### src/rtl/spi_wb_pkg.sv
package spi_wb_pkg;

   // Bus master state.
   typedef enum logic {
      BUS_IDLE = 1'b0,
      BUS_WAIT = 1'b1
   } bus_state_e;

   // Header = direction flag followed by the address.
   function automatic int hdr_bits(input int adr_w);
      return adr_w + 1;
   endfunction

   function automatic int frame_bits(input int adr_w, input int dat_w);
      return hdr_bits(adr_w) + dat_w;
   endfunction

endpackage

### src/rtl/spi_wb_sync.sv
module spi_wb_sync #(
   parameter int            STAGES  = 2,
   parameter int            W       = 3,
   parameter logic [W-1:0]  RST_VAL = '0
) (
   input  logic          clk,
   input  logic          rst_n,
   input  logic [W-1:0]  d,
   output logic [W-1:0]  q
);

   if (STAGES < 2) begin : g_bad_stages
      $error("spi_wb_sync: STAGES must be at least 2");
   end

   for (genvar g = 0; g < STAGES; g++) begin : g_stage
      logic [W-1:0] r;
      if (g == 0) begin : g_first
         always_ff @(posedge clk or negedge rst_n) begin
            if (!rst_n) r <= RST_VAL;
            else        r <= d;
         end
      end else begin : g_next
         always_ff @(posedge clk or negedge rst_n) begin
            if (!rst_n) r <= RST_VAL;
            else        r <= g_stage[g-1].r;
         end
      end
   end

   assign q = g_stage[STAGES-1].r;

endmodule

### src/rtl/spi_wb_rx.sv
module spi_wb_rx
   import spi_wb_pkg::*;
#(
   parameter int ADR_W = 23,
   parameter int DAT_W = 8
) (
   input  logic              clk,
   input  logic              rst_n,
   input  logic              ss_act,
   input  logic              sck_rise,
   input  logic              mosi,
   output logic              frame_done,
   output logic              cmd_we,
   output logic [ADR_W-1:0]  cmd_adr,
   output logic [DAT_W-1:0]  cmd_dat
);

   localparam int FRAME_W = frame_bits(ADR_W, DAT_W);
   localparam int CNT_W   = $clog2(FRAME_W + 1);

   logic [FRAME_W-1:0] sh;
   logic [CNT_W-1:0]   cnt;
   logic               full;

   assign full = (cnt == CNT_W'(FRAME_W));

   always_ff @(posedge clk or negedge rst_n) begin
      if (!rst_n) begin
         sh         <= '0;
         cnt        <= '0;
         frame_done <= 1'b0;
      end else begin
         frame_done <= 1'b0;
         if (!ss_act) begin
            cnt <= '0;
         end else if (sck_rise && !full) begin
            sh         <= {sh[FRAME_W-2:0], mosi};
            cnt        <= cnt + CNT_W'(1);
            frame_done <= (cnt == CNT_W'(FRAME_W - 1));
         end
      end
   end

   assign cmd_we  = sh[FRAME_W-1];
   assign cmd_adr = sh[FRAME_W-2 -: ADR_W];
   assign cmd_dat = sh[DAT_W-1:0];


   abort_clears_cnt_chk: assert property (@(posedge clk) disable iff (!rst_n)
      !ss_act |=> (cnt == '0));


   extra_bits_ignored_chk: assert property (@(posedge clk) disable iff (!rst_n)
      (full && ss_act && sck_rise) |=> ($stable(sh) && !frame_done));

endmodule

### src/rtl/spi_wb_tx.sv
module spi_wb_tx #(
   parameter int DAT_W = 8
) (
   input  logic              clk,
   input  logic              rst_n,
   input  logic              ss_act,
   input  logic              sck_rise,
   input  logic              load,
   input  logic [DAT_W-1:0]  load_dat,
   output logic              miso
);

   localparam int RPL_W  = DAT_W + 1;
   localparam int LEFT_W = $clog2(RPL_W + 1);

   logic [RPL_W-1:0]  sh;
   logic [LEFT_W-1:0] left;

   always_ff @(posedge clk or negedge rst_n) begin
      if (!rst_n) begin
         sh   <= '0;
         left <= '0;
         miso <= 1'b0;
      end else if (!ss_act) begin
         sh   <= '0;
         left <= '0;
         miso <= 1'b0;
      end else begin
         if (sck_rise)
            miso <= (left != '0) ? sh[RPL_W-1] : 1'b0;
         if (load) begin
            sh   <= {1'b1, load_dat};
            left <= LEFT_W'(RPL_W);
         end else if (sck_rise && left != '0) begin
            sh   <= {sh[RPL_W-2:0], 1'b0};
            left <= left - LEFT_W'(1);
         end
      end
   end


   idle_reply_low_chk: assert property (@(posedge clk) disable iff (!rst_n)
      (ss_act && sck_rise && left == '0 && !load) |=> !miso);


   deselect_low_chk: assert property (@(posedge clk) disable iff (!rst_n)
      !ss_act |=> !miso);


   marker_first_chk: assert property (@(posedge clk) disable iff (!rst_n)
      (ss_act && sck_rise && left == LEFT_W'(RPL_W)) |=> miso);

endmodule

### src/rtl/spi_wb_bridge.sv
module spi_wb_bridge
   import spi_wb_pkg::*;
#(
   parameter int ADR_W       = 23,
   parameter int DAT_W       = 8,
   parameter int SYNC_STAGES = 2
) (
   input  logic              clk,
   input  logic              rst_n,
   input  logic              spi_ss_n,
   input  logic              spi_sck,
   input  logic              spi_mosi,
   output logic              spi_miso,
   output logic              wb_cyc_o,
   output logic              wb_stb_o,
   output logic              wb_we_o,
   output logic [ADR_W-1:0]  wb_adr_o,
   output logic [DAT_W-1:0]  wb_dat_o,
   input  logic [DAT_W-1:0]  wb_dat_i,
   input  logic              wb_ack_i
);

   if ((hdr_bits(ADR_W) % 8) != 0) begin : g_bad_adr
      $error("spi_wb_bridge: ADR_W+1 must fill whole bytes");
   end
   if ((DAT_W % 8) != 0 || DAT_W < 8) begin : g_bad_dat
      $error("spi_wb_bridge: DAT_W must be a whole number of bytes");
   end

   // Synchronised pins: {select_n, clock, data-in}, idle values 1,1,0.
   logic [2:0] pins_s;
   logic       ss_act, sck_s, sck_q, sck_rise, mosi_s;

   spi_wb_sync #(
      .STAGES  (SYNC_STAGES),
      .W       (3),
      .RST_VAL (3'b110)
   ) u_sync (
      .clk   (clk),
      .rst_n (rst_n),
      .d     ({spi_ss_n, spi_sck, spi_mosi}),
      .q     (pins_s)
   );

   assign ss_act = ~pins_s[2];
   assign sck_s  = pins_s[1];
   assign mosi_s = pins_s[0];

   always_ff @(posedge clk or negedge rst_n) begin
      if (!rst_n) sck_q <= 1'b1;
      else        sck_q <= sck_s;
   end
   assign sck_rise = sck_s & ~sck_q;

   logic              rx_done, rx_we;
   logic [ADR_W-1:0]  rx_adr;
   logic [DAT_W-1:0]  rx_dat;

   spi_wb_rx #(
      .ADR_W (ADR_W),
      .DAT_W (DAT_W)
   ) u_rx (
      .clk        (clk),
      .rst_n      (rst_n),
      .ss_act     (ss_act),
      .sck_rise   (sck_rise),
      .mosi       (mosi_s),
      .frame_done (rx_done),
      .cmd_we     (rx_we),
      .cmd_adr    (rx_adr),
      .cmd_dat    (rx_dat)
   );

   bus_state_e state;

   always_ff @(posedge clk or negedge rst_n) begin
      if (!rst_n) begin
         state    <= BUS_IDLE;
         wb_we_o  <= 1'b0;
         wb_adr_o <= '0;
         wb_dat_o <= '0;
      end else begin
         case (state)
            BUS_IDLE: if (rx_done) begin
               state    <= BUS_WAIT;
               wb_we_o  <= rx_we;
               wb_adr_o <= rx_adr;
               wb_dat_o <= rx_dat;
            end
            BUS_WAIT: if (wb_ack_i) state <= BUS_IDLE;
            default:  state <= BUS_IDLE;
         endcase
      end
   end

   assign wb_cyc_o = (state == BUS_WAIT);
   assign wb_stb_o = (state == BUS_WAIT);

   logic             tx_load;
   logic [DAT_W-1:0] tx_dat;

   assign tx_load = wb_cyc_o && wb_ack_i && ss_act;
   assign tx_dat  = wb_we_o ? '0 : wb_dat_i;

   spi_wb_tx #(
      .DAT_W (DAT_W)
   ) u_tx (
      .clk      (clk),
      .rst_n    (rst_n),
      .ss_act   (ss_act),
      .sck_rise (sck_rise),
      .load     (tx_load),
      .load_dat (tx_dat),
      .miso     (spi_miso)
   );


   hold_until_ack_chk: assert property (@(posedge clk) disable iff (!rst_n)
      (wb_cyc_o && !wb_ack_i) |=> (wb_cyc_o && wb_stb_o && $stable(wb_adr_o) && $stable(wb_we_o)));


   drop_after_ack_chk: assert property (@(posedge clk) disable iff (!rst_n)
      (wb_cyc_o && wb_ack_i) |=> !wb_cyc_o);


   start_after_frame_chk: assert property (@(posedge clk) disable iff (!rst_n)
      $rose(wb_cyc_o) |-> $past(rx_done));

endmodule

### config.mk
export PLATFORM = sky130hd
export DESIGN_NAME = spi_wb_bridge
export DESIGN_NICKNAME = d
export VERILOG_FILES = /design/src/rtl/spi_wb_pkg.sv /design/src/rtl/spi_wb_sync.sv /design/src/rtl/spi_wb_rx.sv /design/src/rtl/spi_wb_tx.sv /design/src/rtl/spi_wb_bridge.sv
export SDC_FILE = /design/constraint.sdc
export NUM_CORES = 1
export LEC_CHECK = 0
export CAP_MARGIN = 25
export CORE_MARGIN = 2
export CORE_UTILIZATION = 50
export CTS_CLUSTER_DIAMETER = 100
export DETAILED_ROUTE_END_ITERATION = 16
export DONT_BUFFER_PORTS = 1
export PLACE_DENSITY_LB_ADDON = 0.15
export SYNTH_ARGS = -nofsm -noshare
export SYNTH_HDL_FRONTEND = slang
export SYNTH_SLANG_ARGS = --single-unit
### constraint.sdc
create_clock -name clk -period 2.6 [get_ports clk]
set_clock_uncertainty 0.05 [all_clocks]
set_input_delay 0 -clock clk [delete_from_list [all_inputs] [get_ports clk]]
set_output_delay 0 -clock clk [all_outputs]
set_load 0.01 [all_outputs]
== After elaboration in Yosys (flattened, before gate mapping) ==
Cells that the tools add are included.
Word-level totals
  bits in registers: 93
  input port bits: 14
  output and inout bits: 35
  word-level logic and storage cells: 49
Cells by class
  $add $sub $neg: 2
  eq/ne operators: 2
  muxes and demuxes: 17
  bitwise logic cells: 4
  reduce and logical (&&, ||, !) cells: 11
Operators with widths (count)
  $mux W9: 3
  $mux W4: 3
  $mux W6: 2
  $mux W8: 1
  $mux W1: 7
  $add A6 B1 Y6 const B: 1
  $eq A6 B5 Y1 const B: 1
  $eq A6 B6 Y1 const B: 1
  $logic_and A1 B1 Y1: 4
  $reduce_and A2 Y1: 2
  $reduce_bool A2 Y1: 2
  $reduce_bool A4 Y1: 1
  $sub A4 B1 Y4 const B: 1
  $not A1 Y1: 3
  $reduce_bool A3 Y1: 1
  $pmux W1 S2: 1
  $and A1 B1 Y1: 1
  $logic_not A1 Y1: 1

== Logic depth before layout (Yosys ltp) ==
  depth in word-level cells: 6
  mapped depth: 5
  gate-level depth less buffers: 5

== Hierarchy ==
A second synthesis with hierarchy kept.
Second synthesis, totals
  cell total of the unflattened synthesis: 284
  area, all modules: 4192.8 µm²
Modules (own cells, without submodules)
  spi_wb_rx: instances 1, cells an instance 113, area each 1760.4 µm², seq. area each 975.9 µm²
  spi_wb_bridge: instances 1, cells an instance 85, area each 1457.6 µm², seq. area each 852.1 µm²
  spi_wb_tx: instances 1, cells an instance 80, area each 819.5 µm², seq. area each 350.3 µm²
  spi_wb_sync: instances 1, cells an instance 6, area each 155.1 µm², seq. area each 155.1 µm²

== Least setup slack after synthesis ==
Ideal clock, no wire load.
  path kind: reg-to-reg
  start point: register u_tx.left[0]
  end point: register u_tx.sh[1]
  library setup time: 0.125 ns
  arrival: 1.505 ns
  data required time: 2.425 ns
  path slack: 0.920 ns
  stages on the path, launching flop included: 6
  path buffers: 0
  period minus slack after synthesis: 1.680 ns
  cells stage by stage: dfrtp_1 -> inv_1 -> ha_1 -> nor3b_1 -> o21ai_2 -> mux2_2
On the way
  word-level cells in the longest chain between the ends: 3
RTL lines
  start, declared: RTL line spi_wb_tx.sv:17  | logic [LEFT_W-1:0] left;
  start signal, assigned: RTL line spi_wb_tx.sv:33  | left <= LEFT_W'(RPL_W);
  start signal, assigned: RTL line spi_wb_tx.sv:36  | left <= left - LEFT_W'(1);
  $reduce_bool A4 Y1: RTL line spi_wb_tx.sv:34  | end else if (sck_rise && left != '0) begin
  $logic_and A1 B1 Y1: RTL line spi_wb_tx.sv:34
  $reduce_bool A3 Y1 (no source line)
  end signal, assigned: RTL line spi_wb_tx.sv:32  | sh <= {1'b1, load_dat};
  end signal, assigned: RTL line spi_wb_tx.sv:35  | sh <= {sh[RPL_W-2:0], 1'b0};
  end, declared: RTL line spi_wb_tx.sv:16  | logic [RPL_W-1:0] sh;
Every way passes these cells.
A chain may end at the register's enable or synchronous reset.

== Worst setup path in the final report ==
  start point: register u_rx.cnt[3]
  end point: register u_rx.sh[0]
On the way
  word-level cells in the longest chain between the ends: 4
RTL lines
  start, declared: RTL line spi_wb_rx.sv:22  | logic [CNT_W-1:0] cnt;
  start signal, assigned: RTL line spi_wb_rx.sv:38  | cnt <= cnt + CNT_W'(1);
  $eq A6 B6 Y1: RTL line spi_wb_rx.sv:25  | assign full = (cnt == CNT_W'(FRAME_W));
  $logic_not A1 Y1: RTL line spi_wb_rx.sv:36  | end else if (sck_rise && !full) begin
  $logic_and A1 B1 Y1: RTL line spi_wb_rx.sv:36
  $reduce_and A2 Y1 (no source line)
  end signal, assigned: RTL line spi_wb_rx.sv:37  | sh <= {sh[FRAME_W-2:0], mosi};
  end, declared: RTL line spi_wb_rx.sv:21  | logic [FRAME_W-1:0] sh;
Every way passes these cells.

==> impl_metrics.tcl <==
set metrics [dict create \
    insertion_delay_ns 0.36 \
    finalHoldViolCount 0 \
    io_pins 49 \
    first_global_vias 2004 \
    die_w_um 91.4 \
    rsz0062_at_grt "no" \
    synthArstFlopShare_pct 100 \
    core_um2 7330 \
    worstMarginPinSlew_ns 0.622 \
    first_pass_iters 4 \
    vdd_drop_max_mv 0.360 \
    viasPerCell 5.40 \
    start_util_pct 52.1 \
    vias 2015 \
    power.leakage_nw 2.13 \
    grt_pass1_wl_mm 10.4 \
    io_buffers 0 \
    yosysSeqAreaShare_pct 61.1 \
    maxSlewHeadroom_pct 58.6 \
    synth_area_per_cell_um2 15.3 \
    synth-seq-cells 93 \
    drc_errors 0 \
    cts_tree "done" \
    powerDensity_nw_per_um2 649 \
    synth_area_leaders "dfrtp_1 58%, mux2_2 12%, mux2_4 12%" \
    gp_congestion 0.736 \
    placed_cells 342 \
    clockBufferDepth 2 \
    fin_nets 287 \
    final_cells 373 \
    die_y_um 91.4 \
    synth_cell_types 38 \
    synth_ff_type "dfrtp_1" \
    fmax_ghz 0.468 \
    dieArea_um2 8360 \
    fin_crit_ns 2.14 \
    wl_mm 6.00 \
    antenna_found_initial 0 \
    cts.sinks 93 \
    netlist_instances 250 \
    dp_hpwl_mm 3.58 \
    endpoint_kind "flop" \
    synth_enable_flop_cells 0 \
    area_delta_synth_final_pct 12.5 \
    fillers 553 \
    clk_pin_slew_ns 0.09 \
    track_usage_pct 15.8 \
    ant_nets 0 \
    worstPathArrival_ns 2.34 \
    numCtsBuffers 9 \
    worstPathMaxFanout 17 \
    min_period_over_period_pct 82.2 \
    syn_nets 268 \
    cts_resized 0 \
    path_class "reg2reg" \
    synth_top_area_cell "dfrtp_1" \
    cts_root_buf "clkbuf_8" \
    fin_tns_setup_ns 0 \
    slew_violations 0 \
    yosysWarnings 0 \
    drive_gt1_share_pct 37.6 \
    insertedDiodeCount 0 \
    cp-start-kind "flop" \
    cp_data_required_time_ns 2.80 \
    outcome "completed" \
    netlist_area_um2 3820 \
    setup_violations 0 \
    holdCritPathClass "in2reg" \
    grt_max_degree 94 \
    drv_cap 0 \
    rows 31 \
    grt_overflow 0 \
    finalPower_w 0.00279 \
    drt-initial-drc-count 60 \
    cts.htree.levels 3 \
    drt-wirelength-per-cell_um 16.1 \
    synth_top_area_share_pct 57.6 \
]
-- sequential cells by signal (all words and copies together), names as in the netlist --
name	flops
u_rx.frame_done	1
u_tx.sh	9
u_tx.left	4
wb_we_o	1
u_rx.cnt	6
wb_dat_o	8
u_rx.sh	32
u_sync.q	3
wb_cyc_o	1
u_tx.miso	1
sck_q	1
wb_adr_o	23
u_sync.g_stage.r	3
-- path summary, 6_finish.rpt --
| path | slack (ns) | depth (start not counted) | to | start |
|---|---|---|---|---|
| setup / recovery | 0.46 | 4 | u_rx.sh[0] | u_rx.cnt[3] |
| hold / removal | 0.04 | 4 | u_tx.sh[0] | wb_ack_i |
| setup reg to reg | 0.46 | 4 | u_rx.sh[0] | u_rx.cnt[3] |
| hold reg to reg | 0.30 | 0 | u_sync.q[0] | u_sync.g_stage[0].r[0] |
| max in group asynchronous | 1.97 | 2 | u_sync.g_stage[0].r[2] | rst_n |
| min in group asynchronous | 0.16 | 2 | u_tx.sh[7] | rst_n |
-- cell type report --
type / count / area, um2 / area share (%)
Clock buffer: 10 / 138 / 3.20
Clock inverter: 6 / 70.1 / 1.63
Inverter: 5 / 18.8 / 0.437
Multi-Input combinational cell: 141 / 1400 / 32.6
Sequential cell: 93 / 2330 / 54.3
Tap cell: 99 / 124 / 2.88
Timing Repair Buffer: 19 / 215 / 5.01
-- worst max-delay path: stages, from the launching register on --
cell and delay, ns:
dfrtp_1 0.44, nor3_1 0.30, a311o_2 0.64, buf_16 0.24, mux2_2 0.34
-- per-stage QoR --
stage                     hold slack [ns]  utilization, %  instance area (um2)  setup slack [ns]
after detailed placement           -0.343            53.3                 3910             0.391
after CTS                          0.0323            58.3                 4270             0.322
after global routing               0.0410            58.6                 4300             0.322
after floorplan                    -0.346               -                 3820             0.920
after global placement             -0.343            53.3                 3910             0.431
final                              0.0444            58.6                 4300             0.462
-- cell usage in the layout, fill, tap and decap left out, types with 2 or more instances in the layout --
| master | n |
|---|---|
| dfrtp_1 | 88 |
| mux2_2 | 40 |
| mux2_4 | 30 |
| dlygate4sd3_1 | 13 |
| clkbuf_8 | 10 |
| a22o_1 | 7 |
| nand2_1 | 6 |
| o21ai_0 | 6 |
| a21oi_1 | 6 |
| inv_1 | 5 |
| dfstp_2 | 5 |
| nand3_1 | 4 |
| a31oi_1 | 4 |
| ha_1 | 4 |
| buf_4 | 4 |
| nand2b_1 | 3 |
| o21a_1 | 3 |
| or3_1 | 3 |
| nor2_1 | 3 |
| nor3_1 | 2 |
| or4_1 | 2 |
| mux2_1 | 2 |
| clkinv_4 | 2 |
| inv_6 | 2 |
| buf_16 | 2 |
-- cells in the mapped netlist (2+ instances only) --
master and count:
mux2_4 30, nor2_1 3, ha_1 4, a31oi_1 4, dfstp_2 5, nand2_1 6, nand3_1 4, mux2_1 2
o21ai_0 6, inv_1 5, a22o_1 7, nor3_1 2, buf_6 3, or3_1 3, buf_2 3, clkbuf_1 4
dfrtp_1 88, o21a_1 3, nand2b_1 4, a21oi_1 6, mux2_2 40, or4_1 2
-- logic make-up after synthesis --
group | count (synthesis) | share of synthesized area (%)
AO/OA/AOI/OAI | 32 | 5.83
adder cells (fa/ha/maj) | 4 | 1.31
buffers and inverters | 16 | 2.36
flip-flops | 93 | 61.1
multiplexers | 73 | 24.4
AND/OR/NAND/NOR | 32 | 5.01
-- where the power goes --
part / internal (W) / leakage, nW / switching, W / total [W]
logic: 0.000132 / 0.759 / 0.0000898 / 0.000222
clock network: 0.000479 / 0.107 / 0.000511 / 0.000990
registers: 0.00152 / 1.26 / 0.0000582 / 0.00158
total: 0.00213 / 2.13 / 0.000659 / 0.00279
-- what timing repair did --
action / 4_1_cts / 5_1_grt
setup buffers: 0 / 0
endpoints found under the hold margin: 110 / 0
hold buffers: 14 / 0
-- layer usage --
layer	share of wire (%)	up-vias	track usage [%]
met3	5.0	9	4.48
li1	-	936	-
met2	46	41	21.4
met1	47	1029	22.8
met4	1.5	0	8.33
met5	0	-	0
Power figures use the tool's default switching activity.
